$ cat src/rtl/grp_chg_pkg.sv
package grp_chg_pkg;
  localparam int unsigned DEF_N_GRP     = 3;
  localparam int unsigned DEF_DATA_W    = 8;
  localparam int unsigned DEF_ADDR_W    = 8;
  localparam int unsigned DEF_SYNC      = 2;
  localparam logic [7:0]  DEF_CTRL_ADDR = 8'h68;
  localparam logic [7:0]  DEF_FLAG_ADDR = 8'h3B;
  localparam logic [7:0]  DEF_MASK_BASE = 8'h6B;

  function automatic int unsigned idx_width(input int unsigned n);
    return (n > 1) ? $clog2(n) : 1;
  endfunction
endpackage

$ cat src/rtl/chg_sync_detect.sv
module chg_sync_detect #(
  parameter int unsigned W      = 8,
  parameter int unsigned STAGES = 2
) (
  input  logic         clk_i,
  input  logic         rst_ni,
  input  logic [W-1:0] pin_i,
  output logic [W-1:0] chg_o
);
  logic [W-1:0]      sync_q [STAGES];
  logic [STAGES-1:0] vld_q;
  logic [W-1:0]      prev_q;
  logic              prev_vld_q;

  always_ff @(posedge clk_i or negedge rst_ni) begin
    if (!rst_ni) begin
      for (int s = 0; s < STAGES; s++) sync_q[s] <= '0;
      vld_q      <= '0;
      prev_q     <= '0;
      prev_vld_q <= 1'b0;
    end else begin
      sync_q[0] <= pin_i;
      vld_q[0]  <= 1'b1;
      for (int s = 1; s < STAGES; s++) begin
        sync_q[s] <= sync_q[s-1];
        vld_q[s]  <= vld_q[s-1];
      end
      prev_q     <= sync_q[STAGES-1];
      prev_vld_q <= vld_q[STAGES-1];
    end
  end

  // first valid sample only primes prev_q
  assign chg_o = (sync_q[STAGES-1] ^ prev_q) & {W{prev_vld_q}};
endmodule

$ cat src/rtl/chg_group_flag.sv
module chg_group_flag #(
  parameter int unsigned W = 8
) (
  input  logic         clk_i,
  input  logic         rst_ni,
  input  logic [W-1:0] chg_i,
  input  logic [W-1:0] mask_i,
  input  logic         clr_i,
  input  logic         en_i,
  input  logic         gie_i,
  output logic         set_o,
  output logic         flag_o,
  output logic         req_o
);
  logic flag_q;

  assign set_o = |(chg_i & mask_i);

  // set has priority over clear
  always_ff @(posedge clk_i or negedge rst_ni) begin
    if (!rst_ni) flag_q <= 1'b0;
    else         flag_q <= set_o | (flag_q & ~clr_i);
  end

  assign flag_o = flag_q;
  assign req_o  = flag_q & en_i & gie_i;
endmodule

$ cat src/rtl/chg_regs.sv
module chg_regs #(
  parameter int unsigned  N_GRP     = 3,
  parameter int unsigned  ADDR_W    = 8,
  parameter int unsigned  DATA_W    = 8,
  parameter logic [7:0]   CTRL_ADDR = 8'h68,
  parameter logic [7:0]   FLAG_ADDR = 8'h3B,
  parameter logic [7:0]   MASK_BASE = 8'h6B
) (
  input  logic                    clk_i,
  input  logic                    rst_ni,
  input  logic                    we_i,
  input  logic [ADDR_W-1:0]       addr_i,
  input  logic [DATA_W-1:0]       wdata_i,
  input  logic [N_GRP-1:0]        flag_i,
  output logic [N_GRP-1:0]        en_o,
  output logic [N_GRP*DATA_W-1:0] mask_o,
  output logic [N_GRP-1:0]        wclr_o,
  output logic [DATA_W-1:0]       rdata_o
);
  localparam logic [ADDR_W-1:0] CTRL_A = ADDR_W'(CTRL_ADDR);
  localparam logic [ADDR_W-1:0] FLAG_A = ADDR_W'(FLAG_ADDR);

  logic [N_GRP-1:0] en_q;
  logic [DATA_W-1:0] mask_q [N_GRP];

  always_ff @(posedge clk_i or negedge rst_ni) begin
    if (!rst_ni)                       en_q <= '0;
    else if (we_i && addr_i == CTRL_A) en_q <= wdata_i[N_GRP-1:0];
  end

  for (genvar g = 0; g < N_GRP; g++) begin : g_mask
    localparam logic [ADDR_W-1:0] MA = ADDR_W'(MASK_BASE) + ADDR_W'(g);
    always_ff @(posedge clk_i or negedge rst_ni) begin
      if (!rst_ni)                   mask_q[g] <= '0;
      else if (we_i && addr_i == MA) mask_q[g] <= wdata_i;
    end
    assign mask_o[g*DATA_W +: DATA_W] = mask_q[g];
  end

  assign en_o   = en_q;
  assign wclr_o = (we_i && addr_i == FLAG_A) ? wdata_i[N_GRP-1:0] : '0;

  always_comb begin
    rdata_o = '0;
    if (addr_i == CTRL_A) rdata_o[N_GRP-1:0] = en_q;
    if (addr_i == FLAG_A) rdata_o[N_GRP-1:0] = flag_i;
    for (int g = 0; g < N_GRP; g++)
      if (addr_i == ADDR_W'(MASK_BASE) + ADDR_W'(g)) rdata_o = mask_q[g];
  end
endmodule

$ cat src/rtl/grp_chg_irq.sv
module grp_chg_irq
  import grp_chg_pkg::*;
#(
  parameter int unsigned N_GRP     = DEF_N_GRP,
  parameter int unsigned DATA_W    = DEF_DATA_W,
  parameter int unsigned ADDR_W    = DEF_ADDR_W,
  parameter int unsigned SYNC      = DEF_SYNC,
  parameter logic [7:0]  CTRL_ADDR = DEF_CTRL_ADDR,
  parameter logic [7:0]  FLAG_ADDR = DEF_FLAG_ADDR,
  parameter logic [7:0]  MASK_BASE = DEF_MASK_BASE,
  localparam int unsigned N_PIN    = N_GRP * DATA_W,
  localparam int unsigned IDX_W    = idx_width(N_GRP)
) (
  input  logic              clk_i,
  input  logic              rst_ni,
  input  logic [N_PIN-1:0]  pin_i,
  input  logic              gie_i,
  input  logic              we_i,
  input  logic [ADDR_W-1:0] addr_i,
  input  logic [DATA_W-1:0] wdata_i,
  output logic [DATA_W-1:0] rdata_o,
  input  logic [N_GRP-1:0]  ack_i,
  output logic [N_GRP-1:0]  irq_o,
  output logic              irq_any_o,
  output logic [IDX_W-1:0]  irq_idx_o
);
  logic [N_GRP-1:0] en, wclr, flag_q, grp_set;
  logic [N_PIN-1:0] mask;

  chg_regs #(
    .N_GRP(N_GRP), .ADDR_W(ADDR_W), .DATA_W(DATA_W),
    .CTRL_ADDR(CTRL_ADDR), .FLAG_ADDR(FLAG_ADDR), .MASK_BASE(MASK_BASE)
  ) u_regs (
    .clk_i(clk_i), .rst_ni(rst_ni), .we_i(we_i), .addr_i(addr_i),
    .wdata_i(wdata_i), .flag_i(flag_q), .en_o(en), .mask_o(mask),
    .wclr_o(wclr), .rdata_o(rdata_o)
  );

  for (genvar g = 0; g < N_GRP; g++) begin : g_grp
    logic [DATA_W-1:0] chg;

    chg_sync_detect #(.W(DATA_W), .STAGES(SYNC)) u_det (
      .clk_i(clk_i), .rst_ni(rst_ni),
      .pin_i(pin_i[g*DATA_W +: DATA_W]), .chg_o(chg)
    );

    chg_group_flag #(.W(DATA_W)) u_flag (
      .clk_i(clk_i), .rst_ni(rst_ni), .chg_i(chg),
      .mask_i(mask[g*DATA_W +: DATA_W]),
      .clr_i(wclr[g] | ack_i[g]), .en_i(en[g]), .gie_i(gie_i),
      .set_o(grp_set[g]), .flag_o(flag_q[g]), .req_o(irq_o[g])
    );
  end

  // fixed priority, group 0 highest
  always_comb begin
    irq_idx_o = '0;
    for (int g = N_GRP - 1; g >= 0; g--)
      if (irq_o[g]) irq_idx_o = IDX_W'(g);
  end
  assign irq_any_o = |irq_o;
endmodule

$ cat config.mk
export PLATFORM = sky130hd
export DESIGN_NAME = grp_chg_irq
export DESIGN_NICKNAME = d
export VERILOG_FILES = /design/src/rtl/grp_chg_pkg.sv /design/src/rtl/chg_sync_detect.sv /design/src/rtl/chg_group_flag.sv /design/src/rtl/chg_regs.sv /design/src/rtl/grp_chg_irq.sv
export SDC_FILE = /design/constraint.sdc
export NUM_CORES = 1
export LEC_CHECK = 0
export BUFFER_PORTS_ARGS = -buffer_cell sky130_fd_sc_hd__buf_2
export CORE_MARGIN = 2
export CORE_UTILIZATION = 46
export CTS_BUF_LIST = sky130_fd_sc_hd__clkbuf_16
export DETAILED_ROUTE_END_ITERATION = 10
export HOLD_SLACK_MARGIN = 0.1
export PLACE_DENSITY_LB_ADDON = 0.2
export SLEW_MARGIN = 5
export SYNTH_ARGS = -nofsm -noshare
export SYNTH_HDL_FRONTEND = slang
export SYNTH_SLANG_ARGS = --single-unit
$ cat constraint.sdc
create_clock -name clk_i -period 3.5 [get_ports clk_i]
set_input_delay 1.05 -clock clk_i [delete_from_list [all_inputs] [get_ports clk_i]]
set_output_delay 1.05 -clock clk_i [all_outputs]
set_load 0.01 [all_outputs]
==> metrics.cfg <==
[sta]
finalClockSkew_ns = 0.00374
period_share_pct = 95.9
final-max-slew-violation-count = 0
worst_slew_pin_slew_ns = 0.666
fin_ws_ns = 0.142
fin_setup_tns_ns = 0
fmax_mhz = 298
finalSetupViolations = 0
rsz0062_at_grt = no
period_needed_ns = 3.36
hold_violations = 0
slew_headroom_pct = 55.6

[clock_tree]
cts_resized = 0
clkLatencyLatePin_ns = 0.33
cts_tree = built
post-cts-setup-buffers = 0
cts_buffers = 9
clk_pin_slew_worst_paths_ns = 0.07
hold_buffers = 0
htree_num_levels = 3
cts_root_buffer = clkbuf_16
cts_buffer_depth = 2
cts.sinks = 105

[global_routing]
grt_remaining_overflow = 0
grt_max_degree = 55
grt_usage_pct = 16.4
antenna_found_initial = 0
grt_pass1_vias = 2187
grt_pass1_wl_um = 10900

[floorplanning]
start_util_pct = 46.6
rows = 33
coreArea_sq_um = 8090
die_y_um = 94.6
dieWidth_um = 94.6
pin_count = 61
dieArea_sq_um = 8940

[worst_setup_path]
cp-start-kind = input port
cp_data_required_time_ns = 2.45
cp-end-kind = primary output
startpoint = addr_i[1]
crit_arrival_ns = 2.31
worstReg2RegStart = g_grp[1].u_det.sync_q[6]$_DFF_PN0_
criticalPathCategory = in -> out
cp_max_fo = 4

[yosys]
yosysWarnings = 0
synthArstFlopShare_pct = 100
synth_top_area_share_pct = 69.7
synth_xor_area_share_pct = 5.57
synth_top_cells_by_area = dfrtp_1 (70%), mux2_2 (5.7%), xor2_1 (5.6%), mux2_4 (3.2%), a22oi_1 (2.4%)
synth_seq_cells = 105
synth_top_family_by_area = multiplexers
ys_top_cells_by_count = dfrtp_1 (105), xor2_1 (24), mux2_2 (19)
synthFlopType = dfrtp_1
yosys.cell_count.top_type = dfrtp_1
syn_area_sq_um = 3770
synth_compound_area_share_pct = 5.74
synthAdderAreaFrac_pct = 0
syn_nets = 296
netlist_instances = 249
syn_avg_cell_area_sq_um = 15.2
yosysTopAreaCell = dfrtp_1
synth_edf_count = 0
synth_cell_types = 34
synth_simple_gate_area_share_pct = 6.43
synth_seq_area_share_pct = 69.7
muxShareOfSynthArea_pct = 11.0

[power]
p_leak_nw = 2.23
power_density_nw_per_um2 = 566
vdd_drop_max_mv = 0.379

[cells_and_area]
antenna_cells = 0
area_growth_syn_to_layout_pct = 20.8
layout-drive-gt1-share_pct = 34.6
layout.nets = 366

[route]
totalWireLength_um = 6630
drt_first_pass_iters = 4
drc = 0
drtAntennaViolNets = 0
drtIter0Drc = 142
wl_per_cell_um = 15.4
vias = 2164
viasPerCell = 5.04

[flow_run]
cap_violations = 0

[worst_hold_path]
worstHoldStart = g_grp[2].u_det.sync_q[8]$_DFF_PN0_
hp-class = reg -> reg

[placed_design]
numPortBuffers = 60
hpwlAfterDp_um = 4730
dp_slack_ns = 0.175
gp_congestion = 0.860

[run_status]
status = finished clean

[final cells by class]
type                            count  area [sq um]
Clock inverter                      7           118
Sequential cell                   105          2630
Timing Repair Buffer               65           353
Fill cell                         689          3540
Multi-Input combinational cell    134          1090
Inverter                            4          15.0
Clock buffer                        9           225
Tap cell                          105           131
[report_power, final]
group	internal, mW	switching, mW
clock	0.700	0.424
combinational	0.0672	0.0702
sequential	1.28	0.0400
total	2.05	0.534
[sequential cells by signal, summed over array words and instances (netlist names)]
name,cells
g_grp.u_det.vld_q,2
g_grp.u_flag.flag_o,3
g_grp.u_det.prev_vld_q,1
g_grp.u_det.sync_q,48
g_grp.u_det.prev_q,24
u_regs.en_o,3
u_regs.mask_o,24
[worst paths after layout]
path	to	slack [ns]	cells past startpoint
min in group asynchronous	g_grp[0].u_det.prev_q[4]$_DFF_PN0_	0.75	1
max in group asynchronous	u_regs.en_o[2]$_DFFE_PN0P_	2.06	2
setup reg to reg	g_grp[1].u_flag.flag_o$_DFF_PN0_	2.20	4
hold / removal	g_grp[2].u_det.sync_q[0]$_DFF_PN0_	0.35	0
hold reg to reg	g_grp[2].u_det.sync_q[0]$_DFF_PN0_	0.35	0
setup / recovery	rdata_o[1]	0.14	6
[cells in the final DEF (no fill, tap or decap), types with 8 or more instances in the layout]
| cell type | count |
|---|---|
| dfrtp_1 | 105 |
| buf_2 | 59 |
| xor2_1 | 24 |
| mux2_2 | 19 |
| a22oi_1 | 12 |
| clkbuf_16 | 9 |
| mux2i_1 | 8 |
| nand2_1 | 8 |
| o21ai_0 | 8 |
| mux2_4 | 8 |
[per-stage QoR]
stage          total power, mW  std cells  hold slack (ns)  cell area, sq um  utilization [%]
2_1_floorplan             1.39        249            0.331              3770                -
3_3_place_gp              1.48        413            0.331              4210             52.1
3_5_place_dp              1.48        413            0.335              4210             52.1
4_1_cts                   2.61        429            0.350              4560             56.3
5_1_grt                   2.68        429            0.353              4560             56.3
6_report                  2.58        429            0.346              4560             56.3
[logic make-up after synthesis]
| logic type | Yosys count |
|---|---|
| AOI/OAI and AO/OA | 33 |
| xor gates and xnor gates | 24 |
| buffers and inverters | 10 |
| DFF | 105 |
| muxes | 35 |
| other | 1 |
| and+or+nand+nor | 41 |
[metal layers]
layer  share of wire (%)  vias to the layer above  track usage (%)  routed length [um]
li1                    -                     1003                -                   -
met1                  44                     1074             22.3                2900
met2                  48                       81             25.7                3210
met3                 6.6                        6             4.15                 436
met4                 1.2                        0             6.52                  80
met5                   0                        -                0                   0
[worst max-delay path, stage by stage]
cell and delay (ns):
buf_2 0.12, or2_2 0.30, nor4_1 0.36, a21oi_1 0.17
o22ai_1 0.16, buf_2 0.15
(Power assumes the default switching activity.)
